### src/rtl/accel_ctrl_pkg.sv
package accel_ctrl_pkg;

   typedef enum logic [1:0] {
      REG_CTRL = 2'd0,
      REG_GIE  = 2'd1,
      REG_IER  = 2'd2,
      REG_ISR  = 2'd3
   } reg_sel_e;

   localparam int unsigned B_START = 0;
   localparam int unsigned B_DONE  = 1;
   localparam int unsigned B_IDLE  = 2;
   localparam int unsigned B_READY = 3;
   localparam int unsigned B_AUTO  = 7;
   localparam int unsigned B_IRQ   = 9;

   localparam int unsigned N_SRC = 2;

   localparam logic [1:0] RESP_OKAY = 2'b00;

endpackage

### src/rtl/axil_wr_port.sv
module axil_wr_port
   import accel_ctrl_pkg::*;
#(
   parameter int ADDR_W = 6,
   parameter int DATA_W = 32,
   localparam int STRB_W = DATA_W / 8
) (
   input  logic              clk,
   input  logic              rst_n,
   input  logic [ADDR_W-1:0] awaddr,
   input  logic              awvalid,
   output logic              awready,
   input  logic [DATA_W-1:0] wdata,
   input  logic [STRB_W-1:0] wstrb,
   input  logic              wvalid,
   output logic              wready,
   output logic [1:0]        bresp,
   output logic              bvalid,
   input  logic              bready,
   output logic              wr_en,
   output logic [ADDR_W-1:2] wr_word,
   output logic [7:0]        wr_byte0,
   output logic              wr_lane0
);

   logic bvalid_q;
   logic unused_wr_bits;

   assign wr_en    = awvalid & wvalid & ~bvalid_q;
   assign awready  = wr_en;
   assign wready   = wr_en;
   assign wr_word  = awaddr[ADDR_W-1:2];
   assign wr_byte0 = wdata[7:0];
   assign wr_lane0 = wstrb[0];
   assign bvalid   = bvalid_q;
   assign bresp    = RESP_OKAY;

   assign unused_wr_bits = ^{awaddr[1:0], wdata[DATA_W-1:8], wstrb[STRB_W-1:1]};

   always_ff @(posedge clk) begin
      if (!rst_n)      bvalid_q <= 1'b0;
      else if (wr_en)  bvalid_q <= 1'b1;
      else if (bready) bvalid_q <= 1'b0;
   end

   assert_bresp_hold_R1: assert property (@(posedge clk) disable iff (!rst_n)
      (bvalid_q && !bready) |=> bvalid_q);

endmodule

### src/rtl/axil_rd_port.sv
module axil_rd_port
   import accel_ctrl_pkg::*;
#(
   parameter int ADDR_W = 6,
   parameter int DATA_W = 32
) (
   input  logic              clk,
   input  logic              rst_n,
   input  logic [ADDR_W-1:0] araddr,
   input  logic              arvalid,
   output logic              arready,
   output logic [DATA_W-1:0] rdata,
   output logic [1:0]        rresp,
   output logic              rvalid,
   input  logic              rready,
   output logic              rd_en,
   output logic [ADDR_W-1:2] rd_word,
   input  logic [DATA_W-1:0] rd_value
);

   logic              rvalid_q;
   logic [DATA_W-1:0] rdata_q;
   logic              unused_rd_bits;

   assign rd_en   = arvalid & ~rvalid_q;
   assign arready = ~rvalid_q;
   assign rd_word = araddr[ADDR_W-1:2];
   assign rvalid  = rvalid_q;
   assign rdata   = rdata_q;
   assign rresp   = RESP_OKAY;

   assign unused_rd_bits = ^araddr[1:0];

   always_ff @(posedge clk) begin
      if (!rst_n) begin
         rvalid_q <= 1'b0;
         rdata_q  <= '0;
      end else if (rd_en) begin
         rvalid_q <= 1'b1;
         rdata_q  <= rd_value;
      end else if (rready) begin
         rvalid_q <= 1'b0;
      end
   end

   assert_rdata_hold_R1: assert property (@(posedge clk) disable iff (!rst_n)
      (rvalid_q && !rready) |=> (rvalid_q && $stable(rdata_q)));

endmodule

### src/rtl/accel_ctrl_core.sv
module accel_ctrl_core
   import accel_ctrl_pkg::*;
#(
   parameter int ADDR_W  = 6,
   parameter int DATA_W  = 32,
   parameter bit IRQ_REG = 1'b0
) (
   input  logic              clk,
   input  logic              rst_n,
   input  logic              wr_en,
   input  logic [ADDR_W-1:2] wr_word,
   input  logic [7:0]        wr_byte0,
   input  logic              wr_lane0,
   input  logic              rd_en,
   input  logic [ADDR_W-1:2] rd_word,
   output logic [DATA_W-1:0] rd_value,
   output logic              core_start,
   input  logic              core_done,
   input  logic              core_idle,
   input  logic              core_ready,
   output logic              irq
);

   logic             wr_hit, rd_hit;
   reg_sel_e         wr_sel, rd_sel;
   logic             wr_acc, wr_ctrl, wr_gie, wr_ier;
   logic             rd_clr_ctrl, rd_clr_isr;
   logic             start_q, done_q, rdy_q, auto_q, gie_q;
   logic [N_SRC-1:0] ier_q, isr_q, evt;
   logic             handshake, irq_src;

   if (ADDR_W > 4) begin : g_upper_decode
      assign wr_hit = (wr_word[ADDR_W-1:4] == '0);
      assign rd_hit = (rd_word[ADDR_W-1:4] == '0);
   end else begin : g_full_decode
      assign wr_hit = 1'b1;
      assign rd_hit = 1'b1;
   end

   assign wr_sel      = reg_sel_e'(wr_word[3:2]);
   assign rd_sel      = reg_sel_e'(rd_word[3:2]);
   assign wr_acc      = wr_en & wr_hit & wr_lane0;
   assign wr_ctrl     = wr_acc & (wr_sel == REG_CTRL);
   assign wr_gie      = wr_acc & (wr_sel == REG_GIE);
   assign wr_ier      = wr_acc & (wr_sel == REG_IER);
   assign rd_clr_ctrl = rd_en & rd_hit & (rd_sel == REG_CTRL);
   assign rd_clr_isr  = rd_en & rd_hit & (rd_sel == REG_ISR);

   assign handshake  = start_q & core_ready;
   assign evt        = {handshake, core_done};
   assign core_start = start_q;

   always_ff @(posedge clk) begin
      if (!rst_n) begin
         start_q <= 1'b0;
         done_q  <= 1'b0;
         rdy_q   <= 1'b0;
         auto_q  <= 1'b0;
         gie_q   <= 1'b0;
         ier_q   <= '0;
      end else begin
         start_q <= (start_q & ~core_ready)
                  | (wr_ctrl & wr_byte0[B_START])
                  | (auto_q & core_done);
         done_q  <= core_done | (done_q & ~rd_clr_ctrl);
         rdy_q   <= handshake | (rdy_q & ~rd_clr_ctrl);
         if (wr_ctrl) auto_q <= wr_byte0[B_AUTO];
         if (wr_gie)  gie_q  <= wr_byte0[0];
         if (wr_ier)  ier_q  <= wr_byte0[N_SRC-1:0];
      end
   end

   for (genvar i = 0; i < N_SRC; i++) begin : g_isr
      always_ff @(posedge clk) begin
         if (!rst_n) isr_q[i] <= 1'b0;
         else        isr_q[i] <= (evt[i] & ier_q[i]) | (isr_q[i] & ~rd_clr_isr);
      end
   end

   assign irq_src = gie_q & (|isr_q);

   if (IRQ_REG) begin : g_irq_flop
      logic irq_q;
      always_ff @(posedge clk) begin
         if (!rst_n) irq_q <= 1'b0;
         else        irq_q <= irq_src;
      end
      assign irq = irq_q;
   end else begin : g_irq_comb
      assign irq = irq_src;
   end

   always_comb begin
      rd_value = '0;
      if (rd_hit) begin
         unique case (rd_sel)
            REG_CTRL: begin
               rd_value[B_START] = start_q;
               rd_value[B_DONE]  = done_q;
               rd_value[B_IDLE]  = core_idle;
               rd_value[B_READY] = rdy_q;
               rd_value[B_AUTO]  = auto_q;
               rd_value[B_IRQ]   = irq;
            end
            REG_GIE: rd_value[0] = gie_q;
            REG_IER: rd_value[N_SRC-1:0] = ier_q;
            REG_ISR: rd_value[N_SRC-1:0] = isr_q;
            default: rd_value = '0;
         endcase
      end
   end

   assert_done_sticky_R3: assert property (@(posedge clk) disable iff (!rst_n)
      (done_q && !rd_clr_ctrl) |=> done_q);

   assert_autorestart_R5: assert property (@(posedge clk) disable iff (!rst_n)
      (auto_q && core_done) |=> core_start);

   assert_isr_clear_R7: assert property (@(posedge clk) disable iff (!rst_n)
      (isr_q[0] && rd_clr_isr && !core_done) |=> !isr_q[0]);

endmodule

### src/rtl/accel_ctrl_regs.sv
module accel_ctrl_regs
   import accel_ctrl_pkg::*;
#(
   parameter int ADDR_W  = 6,
   parameter int DATA_W  = 32,
   parameter bit IRQ_REG = 1'b0,
   localparam int STRB_W = DATA_W / 8
) (
   input  logic              clk,
   input  logic              rst_n,
   input  logic [ADDR_W-1:0] s_awaddr,
   input  logic              s_awvalid,
   output logic              s_awready,
   input  logic [DATA_W-1:0] s_wdata,
   input  logic [STRB_W-1:0] s_wstrb,
   input  logic              s_wvalid,
   output logic              s_wready,
   output logic [1:0]        s_bresp,
   output logic              s_bvalid,
   input  logic              s_bready,
   input  logic [ADDR_W-1:0] s_araddr,
   input  logic              s_arvalid,
   output logic              s_arready,
   output logic [DATA_W-1:0] s_rdata,
   output logic [1:0]        s_rresp,
   output logic              s_rvalid,
   input  logic              s_rready,
   output logic              core_start,
   input  logic              core_done,
   input  logic              core_idle,
   input  logic              core_ready,
   output logic              irq
);

   if (ADDR_W < 4) begin : g_bad_addr
      $error("accel_ctrl_regs: ADDR_W must cover four word registers");
   end
   if (DATA_W < 16 || (DATA_W % 8) != 0) begin : g_bad_data
      $error("accel_ctrl_regs: DATA_W must be a byte multiple of at least 16");
   end

   logic              wr_en, wr_lane0, rd_en;
   logic [ADDR_W-1:2] wr_word, rd_word;
   logic [7:0]        wr_byte0;
   logic [DATA_W-1:0] rd_value;

   axil_wr_port #(.ADDR_W(ADDR_W), .DATA_W(DATA_W)) u_wr (
      .clk      (clk),
      .rst_n    (rst_n),
      .awaddr   (s_awaddr),
      .awvalid  (s_awvalid),
      .awready  (s_awready),
      .wdata    (s_wdata),
      .wstrb    (s_wstrb),
      .wvalid   (s_wvalid),
      .wready   (s_wready),
      .bresp    (s_bresp),
      .bvalid   (s_bvalid),
      .bready   (s_bready),
      .wr_en    (wr_en),
      .wr_word  (wr_word),
      .wr_byte0 (wr_byte0),
      .wr_lane0 (wr_lane0)
   );

   axil_rd_port #(.ADDR_W(ADDR_W), .DATA_W(DATA_W)) u_rd (
      .clk      (clk),
      .rst_n    (rst_n),
      .araddr   (s_araddr),
      .arvalid  (s_arvalid),
      .arready  (s_arready),
      .rdata    (s_rdata),
      .rresp    (s_rresp),
      .rvalid   (s_rvalid),
      .rready   (s_rready),
      .rd_en    (rd_en),
      .rd_word  (rd_word),
      .rd_value (rd_value)
   );

   accel_ctrl_core #(.ADDR_W(ADDR_W), .DATA_W(DATA_W), .IRQ_REG(IRQ_REG)) u_core (
      .clk        (clk),
      .rst_n      (rst_n),
      .wr_en      (wr_en),
      .wr_word    (wr_word),
      .wr_byte0   (wr_byte0),
      .wr_lane0   (wr_lane0),
      .rd_en      (rd_en),
      .rd_word    (rd_word),
      .rd_value   (rd_value),
      .core_start (core_start),
      .core_done  (core_done),
      .core_idle  (core_idle),
      .core_ready (core_ready),
      .irq        (irq)
   );

endmodule

### config.mk
export PLATFORM = sky130hd
export DESIGN_NAME = accel_ctrl_regs
export DESIGN_NICKNAME = d
export VERILOG_FILES = /design/src/rtl/accel_ctrl_pkg.sv /design/src/rtl/axil_wr_port.sv /design/src/rtl/axil_rd_port.sv /design/src/rtl/accel_ctrl_core.sv /design/src/rtl/accel_ctrl_regs.sv
export SDC_FILE = /design/constraint.sdc
export NUM_CORES = 1
export LEC_CHECK = 0
export BUFFER_PORTS_ARGS = -buffer_cell sky130_fd_sc_hd__buf_2
export CORE_AREA = 5 5 58 60
export DETAILED_ROUTE_END_ITERATION = 10
export DIE_AREA = 0 0 63 65
export PLACE_DENSITY = 0.89
export SLEW_MARGIN = 25
export SYNTH_ARGS = -nofsm -noshare
export SYNTH_HDL_FRONTEND = slang
export SYNTH_SLANG_ARGS = --single-unit
### constraint.sdc
create_clock -name clk -period 3.15 [get_ports clk]
set_clock_uncertainty 0.15 [all_clocks]
set_input_delay 0.1575 -clock clk [delete_from_list [all_inputs] [get_ports clk]]
set_output_delay 0.1575 -clock clk [all_outputs]
set_load 0.03 [all_outputs]
Yosys cells after proc, flatten, opt, wreduce, memory -nomap -nowiden
Cells that the tools add are included.
{ "classes": {"eq_ne": 5, "muxes": 10, "bitwise_logic": 33, "reduce_logical": 7} }
{ "op_table": {"columns": ["cell", "count"], "rows": [
  ["$and A1 B1 Y1", 22],
  ["$mux W10", 1],
  ["$logic_not A2 Y1", 4],
  ["$eq A2 B2 Y1 const B", 3],
  ["$mux W1", 6],
  ["$or A1 B1 Y1", 6],
  ["$not A1 Y1", 5],
  ["$eq A2 B1 Y1 const B", 2],
  ["$pmux W1 S4", 1],
  ["$reduce_bool A2 Y1", 2],
  ["$pmux W1 S3", 1],
  ["$mux W2", 1],
  ["$reduce_or A2 Y1", 1]
]} }
{ "totals": {"reg_bits": 43, "output_inout_bits": 43, "elab_cells": 66} }

Depth between registers and ports, before layout
Gate-level depths: netlist (run 1).
{ "logic_depth": {"word_depth": 8, "mapped_depth": 4} }

Cells and area by module
From an unflattened synthesis (run 1), not the netlist that was laid out.
{ "unflattened": {"cells_unflattened": 257, "hier_area_um2": 2263.4} }
{ "modules_own_cells": {"columns": ["module", "n_inst", "cells_per_inst", "area_each_um2", "seq_area_each_um2"], "rows": [
  ["axil_rd_port", 1, 151, 1403.8, 660.6],
  ["accel_ctrl_core", 1, 82, 680.7, 180.2],
  ["axil_wr_port", 1, 24, 178.9, 20.0]
]} }

Worst setup path before layout (run 1)
No wires, ideal clock.
{ "synth_timing": {"path_type": "register -> register", "start": "register u_wr.bvalid_q (netlist: u_wr.bvalid)", "end": "register u_core.ier_q[0]", "t_arrival_ps": 1205, "required_time_ps": 2880, "setup_slack_ps": 1675, "path_stages_with_launch": 5, "path_buffers": 1, "period_less_slack_ps": 1475, "path_cell_list": "dfxtp_1 and3b_1 buf_2 and3_1 mux2i_1"} }
{ "synth_between": {"elab_chain_len": 5} }
{ "synth_lines": {"columns": ["item", "line", "text"], "rows": [
  ["start, declared", "axil_wr_port.sv:26", "logic bvalid_q;"],
  ["start signal, assigned", "axil_wr_port.sv:41", "if (!rst_n) bvalid_q <= 1'b0;"],
  ["start signal, assigned", "axil_wr_port.sv:42", "else if (wr_en) bvalid_q <= 1'b1;"],
  ["start signal, assigned", "axil_wr_port.sv:43", "else if (bready) bvalid_q <= 1'b0;"],
  ["$not A1 Y1", "axil_wr_port.sv:29", "assign wr_en = awvalid & wvalid & ~bvalid_q;"],
  ["$and A1 B1 Y1", "axil_wr_port.sv:29", null],
  ["net s_awready", "accel_ctrl_regs.sv:13", "output logic s_awready,"],
  ["$and A1 B1 Y1 (2 in a row)", "accel_ctrl_core.sv:42", "assign wr_acc = wr_en & wr_hit & wr_lane0;"],
  ["$and A1 B1 Y1", "accel_ctrl_core.sv:45", "assign wr_ier = wr_acc & (wr_sel == REG_IER);"],
  ["end signal, assigned", "accel_ctrl_core.sv:69", "if (wr_ier) ier_q <= wr_byte0[N_SRC-1:0];"],
  ["end, declared", "accel_ctrl_core.sv:29", "logic [N_SRC-1:0] ier_q, isr_q, evt;"]
]} }
The timed path passes the listed nets, and every way through them passes these cells.
A chain may end at the register's enable or synchronous reset.

Worst setup path after layout (run 1)
{ "layout_timing": {"start": "register u_rd.rvalid_q (netlist: u_rd.rvalid)", "end": "register u_core.rdy_q"} }
{ "layout_between": {"elab_chain_len": 7} }
{ "layout_lines": {"columns": ["item", "line", "text"], "rows": [
  ["start, declared", "axil_rd_port.sv:21", "logic rvalid_q;"],
  ["start signal, assigned", "axil_rd_port.sv:36", "rvalid_q <= 1'b0;"],
  ["start signal, assigned", "axil_rd_port.sv:39", "rvalid_q <= 1'b1;"],
  ["start signal, assigned", "axil_rd_port.sv:42", "rvalid_q <= 1'b0;"],
  ["$not A1 Y1", "axil_rd_port.sv:25", "assign rd_en = arvalid & ~rvalid_q;"],
  ["$and A1 B1 Y1", "axil_rd_port.sv:25", null],
  ["$and A1 B1 Y1 (2 in a row)", "accel_ctrl_core.sv:46", "assign rd_clr_ctrl = rd_en & rd_hit & (rd_sel == REG_CTRL);"],
  ["$not A1 Y1", "accel_ctrl_core.sv:66", "rdy_q <= handshake | (rdy_q & ~rd_clr_ctrl);"],
  ["$and A1 B1 Y1", "accel_ctrl_core.sv:66", null],
  ["$or A1 B1 Y1", "accel_ctrl_core.sv:66", null],
  ["end signal, assigned", "accel_ctrl_core.sv:66", null],
  ["end, declared", "accel_ctrl_core.sv:28", "logic start_q, done_q, rdy_q, auto_q, gie_q;"]
]} }
No other way between the ends.

==> tab_implementation.tex, run 1 <==
\begin{tabular}{lr}
\hline
Metric & Value \\
\hline
\multicolumn{2}{l}{\textbf{Status}} \\
Run status & completed \\
\multicolumn{2}{l}{\textbf{Worst setup path}} \\
Largest fanout of any net on the critical path & 8 \\
Critical path origin & u\_rd.rvalid \\
Critical Path Max Stage Delay & a little over 0.5 ns \\
Endpoint of the worst register-to-register path & u\_core.rdy\_q \\
Critical Setup Path Class & reg2reg \\
Cell count of the worst reg-to-reg path & 3 \\
Library cell contributing the largest single delay on the critical path & sky130\_fd\_sc\_hd\_\_nor4b\_4 \\
Setup slack on the worst flop-to-flop path & 1.65 ns \\
Worst R2R Start & u\_rd.rvalid \\
Arrival time of the worst setup path & 1.55 ns \\
CP cell instances & nor4b\_4 > a21boi\_0 > o21a\_1 \\
Critical path data required time & 3.20 ns \\
Category of the worst setup path capture point & flop \\
Type of element launching the critical path & flop \\
\multicolumn{2}{l}{\textbf{Clocking}} \\
Number of buffers created by CTS & 3 \\
PostCTS Resize Cnt & 0 \\
CTS HTree Levels & 1 \\
Clock Root Buffer & sky130\_fd\_sc\_hd\_\_clkbuf\_4 \\
Skew-Pair Late Insertion Delay & 0.29 ns \\
TritonCTS clock tree & built \\
CTS max path bufs & 2 \\
Clock slew at reported path FFs & 0.10 ns \\
Number of clock sinks & 17 \\
\multicolumn{2}{l}{\textbf{Synthesis}} \\
Post-Syn Area per Cell & 9.13 um2 \\
Number of distinct library cell variants in the gate-level netlist after synthesis & 30 \\
Post-Syn Instances & 112 \\
Number of flip-flops and latches in the synthesized netlist & 17 \\
Sequential element share of the synthesized area & 0.333 \\
Yosys warning count & 0 \\
Synthesized area & 1020 um2 \\
\multicolumn{2}{l}{\textbf{Drt}} \\
Remaining antenna violation count after routing & 0 \\
Routed wire length & approximately 2100 um \\
Detailed-route via count & 821 \\
Number of remaining DRC errors & 0 \\
Number of iterations in the first detailed-routing pass & 4 \\
Average detailed-routed wire length per instance & 11.5 um \\
Detail-routed via count per cell & $\sim$4.5 \\
Initial drt markers & 31 \\
\multicolumn{2}{l}{\textbf{STA}} \\
Final setup violation count & 0 \\
RSZ-0062 raised after global routing & false \\
Fin. Hold Viols & 0 \\
Top achievable clock speed & 667 MHz \\
Final worst-path cycle share & 0.476 \\
Total Neg Setup Slack & 0 ns \\
Final Critical Period & 1.50 ns \\
Minimum hold slack & approximately 0.014 ns \\
Final slew viol count & 0 \\
\multicolumn{2}{l}{\textbf{Floorplanning}} \\
Placeable Area & 2880 um2 \\
Die H & about 65 um \\
Die span in x & 63 um \\
Initial cell density of the core & 0.355 \\
Placement row count & 20 \\
Area of the die & $\sim$4100 um2 \\
IO Count & 101 \\
\multicolumn{2}{l}{\textbf{Global routing}} \\
Global-route wire length before repair & 3260 um \\
Maximum number of pins on one net before global-route repair & 22 \\
Vias in the first global route & 775 \\
Number of antenna violations at the first check in global routing & 0 \\
Total grt overflow & 0 \\
GRT Total Usage & 0.0984 \\
\multicolumn{2}{l}{\textbf{Layout}} \\
Util after Layout & 0.411 \\
Fill count & 299 \\
Ratio of cells with drive above 1 in the final layout & 0.278 \\
Final net count & 210 \\
Area overhead of the layout relative to synthesis & 15.8\% \\
Ant. Diodes & 0 \\
\multicolumn{2}{l}{\textbf{Power}} \\
Sequential share of power & 0.498 \\
LEAKAGE & 0.567 nW \\
Net switching component of the power & 0.000150 W \\
Peak supply drop & 0.228 mV \\
Total power divided by cell area & 376 nW/um2 \\
Power share of the combinational group & 0.242 \\
Part of the total power dissipated in the clock network & 0.261 \\
Internal cell power & 0.000295 W \\
Switching share of power & 0.336 \\
\multicolumn{2}{l}{\textbf{Flow run}} \\
MaxCap Viol Count & 0 \\
\multicolumn{2}{l}{\textbf{Placement}} \\
Port-buffer cells & 34 \\
HPWL Detailed & 1680 um \\
Final weighted congestion of routability-driven global placement & 0.725 \\
\multicolumn{2}{l}{\textbf{Min path}} \\
Path category of the worst min-delay check & in2reg \\
Number of stages on the worst hold path & 3 \\
Startpoint of the lowest-slack hold path & s\_wdata[0] \\
Endpoint of the worst hold path & u\_core.core\_start \\
\hline
\end{tabular}
-- timing repair --
item	4_1_cts	5_1_grt
hold endpoints to repair	5	0
setup buffers	0	0
setup endpoints to repair	0	0
hold buffers	6	0
-- cells by family (layout without fill, tap and decap cells) --
group / Yosys count / count (layout) / synth area share
buf+inv: 36 / 46 / 0.247
simple gates: 33 / 33 / 0.202
flops: 17 / 17 / 0.333
other cells: 1 / 30 / 0.00367
compound gates: 19 / 19 / 0.142
mux: 6 / 6 / 0.0722
-- routing by layer --
layer | wire (um) | global-route usage | vias to the layer above
met5 | 0 | 0 | -
met4 | 9 | 0.0451 | 0
met3 | 217 | 0.0260 | 2
met2 | 1050 | 0.174 | 34
met1 | 842 | 0.109 | 382
li1 | - | - | 403
-- per-stage QoR --
stage                     area [um2]  power, W  worst slack [ns]  std cells
after floorplan                 1130  0.000332              1.68        141
after global placement          1100  0.000326              1.73        174
after detailed placement        1100  0.000327              1.68        174
after CTS                       1180  0.000451              1.66        184
after global routing            1180  0.000468              1.54        184
final                           1180  0.000445              1.65        184
-- area by class of cell --
cell class	count	area, um2	area share
flip-flops and latches	17	340	0.288
inverters	2	7.51	0.00634
well taps	33	41.3	0.0349
clock buffers	4	26.3	0.0222
repair buffers	40	230	0.195
multi-input cells	88	538	0.455
-- cell usage in the layout, fill, tap and decap left out, drive strengths merged, types with 3 or more instances in the layout --
| cell type | n |
|---|---|
| conb | 30 |
| clkbuf | 4 |
| dfxtp | 17 |
| buf | 34 |
| dlygate4sd3 | 6 |
| nor4b | 3 |
| mux2i | 4 |
| nand2 | 12 |
| a21boi | 5 |
| o21ai | 3 |
| a32oi | 5 |
| nor2b | 5 |
| o21a | 4 |
-- synth_stat cells --
| master | instances | area share |
|---|---|---|
| sky130_fd_sc_hd__o21a_1 | 4 | 0.029 |
| sky130_fd_sc_hd__clkbuf_1 | 2 | 0.0073 |
| sky130_fd_sc_hd__and2_1 | 1 | 0.0061 |
| sky130_fd_sc_hd__mux2i_1 | 4 | 0.039 |
| sky130_fd_sc_hd__buf_4 | 31 | 0.23 |
| sky130_fd_sc_hd__nand2b_1 | 1 | 0.0061 |
| sky130_fd_sc_hd__nand2_1 | 12 | 0.044 |
| sky130_fd_sc_hd__mux4_2 | 1 | 0.022 |
| sky130_fd_sc_hd__inv_1 | 2 | 0.0073 |
| sky130_fd_sc_hd__o2bb2ai_1 | 1 | 0.0086 |
| sky130_fd_sc_hd__a21boi_0 | 4 | 0.029 |
| sky130_fd_sc_hd__dfxtp_1 | 17 | 0.33 |
| sky130_fd_sc_hd__nand3_1 | 2 | 0.0098 |
| sky130_fd_sc_hd__nor2_2 | 1 | 0.0061 |
| sky130_fd_sc_hd__nor4b_4 | 1 | 0.023 |
| sky130_fd_sc_hd__and3_1 | 1 | 0.0061 |
| sky130_fd_sc_hd__nor2b_1 | 5 | 0.031 |
| sky130_fd_sc_hd__or3b_1 | 1 | 0.0086 |
| sky130_fd_sc_hd__nor4b_1 | 2 | 0.017 |
| sky130_fd_sc_hd__mux2_2 | 1 | 0.011 |
| sky130_fd_sc_hd__o21ai_0 | 3 | 0.015 |
| sky130_fd_sc_hd__o211a_1 | 1 | 0.0098 |
| sky130_fd_sc_hd__conb_1 | 1 | 0.0037 |
| sky130_fd_sc_hd__and2b_2 | 1 | 0.0086 |
| sky130_fd_sc_hd__a21boi_1 | 1 | 0.0073 |
| sky130_fd_sc_hd__a32oi_1 | 5 | 0.043 |
| sky130_fd_sc_hd__and3b_1 | 1 | 0.0086 |
| sky130_fd_sc_hd__buf_2 | 1 | 0.0049 |
| sky130_fd_sc_hd__nand3b_1 | 2 | 0.015 |
| sky130_fd_sc_hd__nand4_1 | 2 | 0.012 |
-- worst max-delay path: cells and delay by family, from the launching register on --
family / cells / cell delay (ns)
AOI/OAI and AO/OA: 2 / 0.35
and+or+nand+nor: 1 / 0.51
DFF: 1 / 0.40
-- sequential cells by signal (all words and copies together) (netlist names) --
register / flops
u_core.auto_q: 1
u_rd.rdata: 6
u_core.done_q: 1
u_core.core_start: 1
u_core.gie_q: 1
u_core.rdy_q: 1
u_rd.rvalid: 1
u_wr.bvalid: 1
u_core.ier_q: 2
u_core.isr_q: 2
-- power by group through the flow --
stage	clock network, W	registers [W]	logic [W]
final	0.000116	0.000221	0.000108
after global routing	0.000130	0.000222	0.000115
after CTS	0.000123	0.000221	0.000107
after detailed placement	0	0.000226	0.000101
after global placement	0	0.000226	0.0000996
after floorplan	0	0.000230	0.000102
-- worst max path at each step --
stage,depth (start not counted),endpoint
after detailed placement,3,u_core.rdy_q
after global routing,3,u_core.done_q
after CTS,3,u_core.rdy_q
final,3,u_core.rdy_q
after floorplan,4,u_core.ier_q[0]
after global placement,3,u_core.rdy_q
Note: power is estimated with default switching activity, not from simulation.
==> run 2, diff against run 1 <==
--- a/config.mk
+++ b/config.mk
@@ -6,10 +6,10 @@
 export NUM_CORES = 1
 export LEC_CHECK = 0
 export BUFFER_PORTS_ARGS = -buffer_cell sky130_fd_sc_hd__buf_2
-export CORE_AREA = 5 5 58 60
+export CORE_AREA = 5 5 61 63
 export DETAILED_ROUTE_END_ITERATION = 10
-export DIE_AREA = 0 0 63 65
-export PLACE_DENSITY = 0.89
+export DIE_AREA = 0 0 66 68
+export PLACE_DENSITY = 0.81
 export SLEW_MARGIN = 25
 export SYNTH_ARGS = -nofsm -noshare
 export SYNTH_HDL_FRONTEND = slang
==> constraint.sdc (replaced) <==
create_clock -name clk -period 1.5 [get_ports clk]
set_clock_uncertainty 0.15 [all_clocks]
set_input_delay 0.075 -clock clk [delete_from_list [all_inputs] [get_ports clk]]
set_output_delay 0.075 -clock clk [all_outputs]
set_load 0.03 [all_outputs]
==> tab_implementation.tex, run 2 (same netlist as run 1, synthesis figures left out) <==
\begin{tabular}{lr}
\hline
Metric & Value \\
\hline
\multicolumn{2}{l}{\textbf{Worst setup path}} \\
Library cell contributing the largest single delay on the critical path & sky130\_fd\_sc\_hd\_\_dlygate4sd3\_1 \\
Sum of buffers and inverters on the critical path & 2 (+2) \\
Largest fanout of any net on the critical path & 2 (-6) \\
CP cell instances & dlygate4sd3\_1 > buf\_2 > nor4b\_1 > nand3b\_1 > mux2i\_1 \\
Type of element launching the critical path & input port \\
Critical path data required time & 1.52 ns (-1.68 ns) \\
Kind of cell adding the most delay to the critical path & buffers and inverters \\
Critical Path Max Stage Delay & 0.53 ns (+0.02 ns) \\
Category of the worst setup path capture point & flop \\
Critical Setup Path Class & in2reg \\
Arrival time of the worst setup path & 1.45 ns (-0.10 ns) \\
\multicolumn{2}{l}{\textbf{Clocking}} \\
CTS max path bufs & 2 (unchanged) \\
Number of buffers created by CTS & 3 (unchanged) \\
Skew-Pair Late Insertion Delay & 0.28 ns (about the same) \\
PostCTS Resize Cnt & 0 (unchanged) \\
CTS HTree Levels & 1 (unchanged) \\
TritonCTS clock tree & built \\
Clock slew at reported path FFs & 0.10 ns (about the same) \\
Number of clock sinks & 17 (unchanged) \\
Clock Root Buffer & sky130\_fd\_sc\_hd\_\_clkbuf\_4 \\
\multicolumn{2}{l}{\textbf{Layout}} \\
Final net count & 219 (+4.3\%) \\
Area overhead of the layout relative to synthesis & 25.7\% \\
Top library cells by usage in the layout, fill and taps aside & 34 x sky130\_fd\_sc\_hd\_\_buf\_2, 30 x sky130\_fd\_sc\_hd\_\_conb\_1, 17 x sky130\_fd\_sc\_hd\_\_dfxtp\_1 \\
Ratio of cells with drive above 1 in the final layout & 0.275 (-0.00315) \\
Multi-input logic area & 538 um2 (unchanged) \\
Number of flip-flops in the largest register & 6 (unchanged) \\
Finished layout cell area & 1280 um2 (+8.6\%) \\
Fill count & 345 (+15\%) \\
Util after Layout & 0.404 (-0.00713) \\
Combined flip-flop and latch cell area & 340 um2 (unchanged) \\
Ant. Diodes & 0 (unchanged) \\
Most common cell after layout, fill and taps aside & sky130\_fd\_sc\_hd\_\_buf\_2 \\
\multicolumn{2}{l}{\textbf{Power}} \\
Internal cell power & 0.000635 W (+110\%) \\
Switching share of power & 0.329 (-0.00704) \\
Part of the total power dissipated in the clock network & 0.249 (-0.012) \\
LEAKAGE & 0.606 nW (+6.8\%) \\
Sequential share of power & 0.489 (-0.009) \\
Net switching component of the power & 0.000312 W (+110\%) \\
Peak supply drop & 0.359 mV (+58\%) \\
Post-route total power & 0.000946 W (+110\%) \\
Total power divided by cell area & 737 nW/um2 (+96\%) \\
Power share of the combinational group & 0.261 (+0.019) \\
\multicolumn{2}{l}{\textbf{Global routing}} \\
Global-route wire length before repair & 3470 um (+6.6\%) \\
Vias in the first global route & 805 (+3.9\%) \\
Maximum number of pins on one net before global-route repair & 22 (unchanged) \\
Total grt overflow & 0 (unchanged) \\
Number of antenna violations at the first check in global routing & 0 (unchanged) \\
GRT Total Usage & 0.0976 (-0.000789) \\
\multicolumn{2}{l}{\textbf{Floorplanning}} \\
Die span in x & 66 um (+4.8\%) \\
Die H & 68 um (+4.6\%) \\
Placeable Area & 3180 um2 (+10\%) \\
Initial cell density of the core & 0.322 (-0.0337) \\
IO Count & 101 (unchanged) \\
Area of the die & 4490 um2 (+9.6\%) \\
Placement row count & 21 (+5.0\%) \\
\multicolumn{2}{l}{\textbf{STA}} \\
Top achievable clock speed & 701 MHz \\
Minimum hold slack & -0.00225 ns (-0.0166 ns) \\
Final Worst Setup Slack & 0.0742 ns (-1.58 ns) \\
Final worst-path cycle share & 0.951 \\
RSZ-0062 raised after global routing & false \\
Final slew viol count & 0 (unchanged) \\
Total Neg Setup Slack & 0 ns (unchanged) \\
Fin. Hold Viols & 1 (+1) \\
Final setup violation count & 0 (unchanged) \\
Final Critical Period & 1.43 ns \\
\multicolumn{2}{l}{\textbf{Drt}} \\
Remaining antenna violation count after routing & 0 (unchanged) \\
Routed wire length & 2260 um (+6.8\%) \\
Average detailed-routed wire length per instance & 11.0 um (-4.6\%) \\
Detailed-route via count & 857 (+4.4\%) \\
Number of remaining DRC errors & 0 (unchanged) \\
Number of iterations in the first detailed-routing pass & 4 (unchanged) \\
Initial drt markers & 19 (-39\%) \\
Detail-routed via count per cell & 4.16 (-6.8\%) \\
\multicolumn{2}{l}{\textbf{Placement}} \\
Port-buffer cells & 34 (unchanged) \\
Worst slack at placement & 0.0899 ns (-1.59 ns) \\
HPWL Detailed & 1720 um (+2.2\%) \\
Final weighted congestion of routability-driven global placement & 0.727 (+0.26\%) \\
Placed Area & 1120 um2 (+2.2\%) \\
\multicolumn{2}{l}{\textbf{Min path}} \\
Path category of the worst min-delay check & in2reg \\
\multicolumn{2}{l}{\textbf{Status}} \\
Violated checks & hold timing \\
Run status & complete, but fails checks \\
\multicolumn{2}{l}{\textbf{Flow run}} \\
MaxCap Viol Count & 0 (unchanged) \\
\hline
\end{tabular}
==> run 2: cell types whose count changed in the layout (fill, tap and decap cells not counted), sizes merged <==
cell	change
buf	+2
dlygate4sd3	+7
==> run 2: worst paths after layout <==
kind,startpoint,end,slack (ns),depth (start not counted)
max,s_awaddr[5],u_core.auto_q,0.07,5
min,s_awaddr[4],u_core.gie_q,-0.002,4
max reg2reg,u_rd.rvalid,u_core.done_q,0.16,4
min reg2reg,u_rd.rdata[0],u_rd.rdata[0],0.31,2
==> run 2: final cells by class <==
class	instances	area share
multi-input combinational	88	0.419
timing repair buffer	49	0.245
tap	46	0.0448
sequential	17	0.265
clock buffer	4	0.0204
inverter	2	0.00584
==> run 2: repair_timing <==
action | 4_1_cts | 5_1_grt
hold buffers | 13 | 0
endpoints found under the hold margin | 11 | 0
setup buffers | 0 | 1
endpoints found under the setup margin | 0 | 2
==> run 2: stage by stage <==
stage	std cells	hold slack (ns)
finish	206	-0.00225
global route	206	0.0129
CTS	205	0.000351
floorplan	141	0.0489
detailed placement	188	0.176
global placement	188	0.174
==> run 2: routing by layer <==
layer,vias up,wire [um],global-route usage
li1,424,-,-
met1,389,973,0.117
met2,44,1060,0.179
met3,0,228,0.0197
met4,0,0,0.0228
met5,-,0,0
==> run 2: worst min-delay path, delay by kind of cell <==
family / cells / cell delay, ns
buffers and inverters: 1 / 0.09
and+or+nand+nor: 2 / 0.14
muxes: 1 / 0.08
==> run 2: power by group through the flow <==
stage                     clock, W  combinational, W  sequential, W
after floorplan                  0          0.000215       0.000482
after CTS                 0.000241          0.000243       0.000463
final                     0.000236          0.000247       0.000463
after detailed placement         0          0.000217       0.000473
after global placement           0          0.000215       0.000473
after global routing      0.000268          0.000265       0.000464
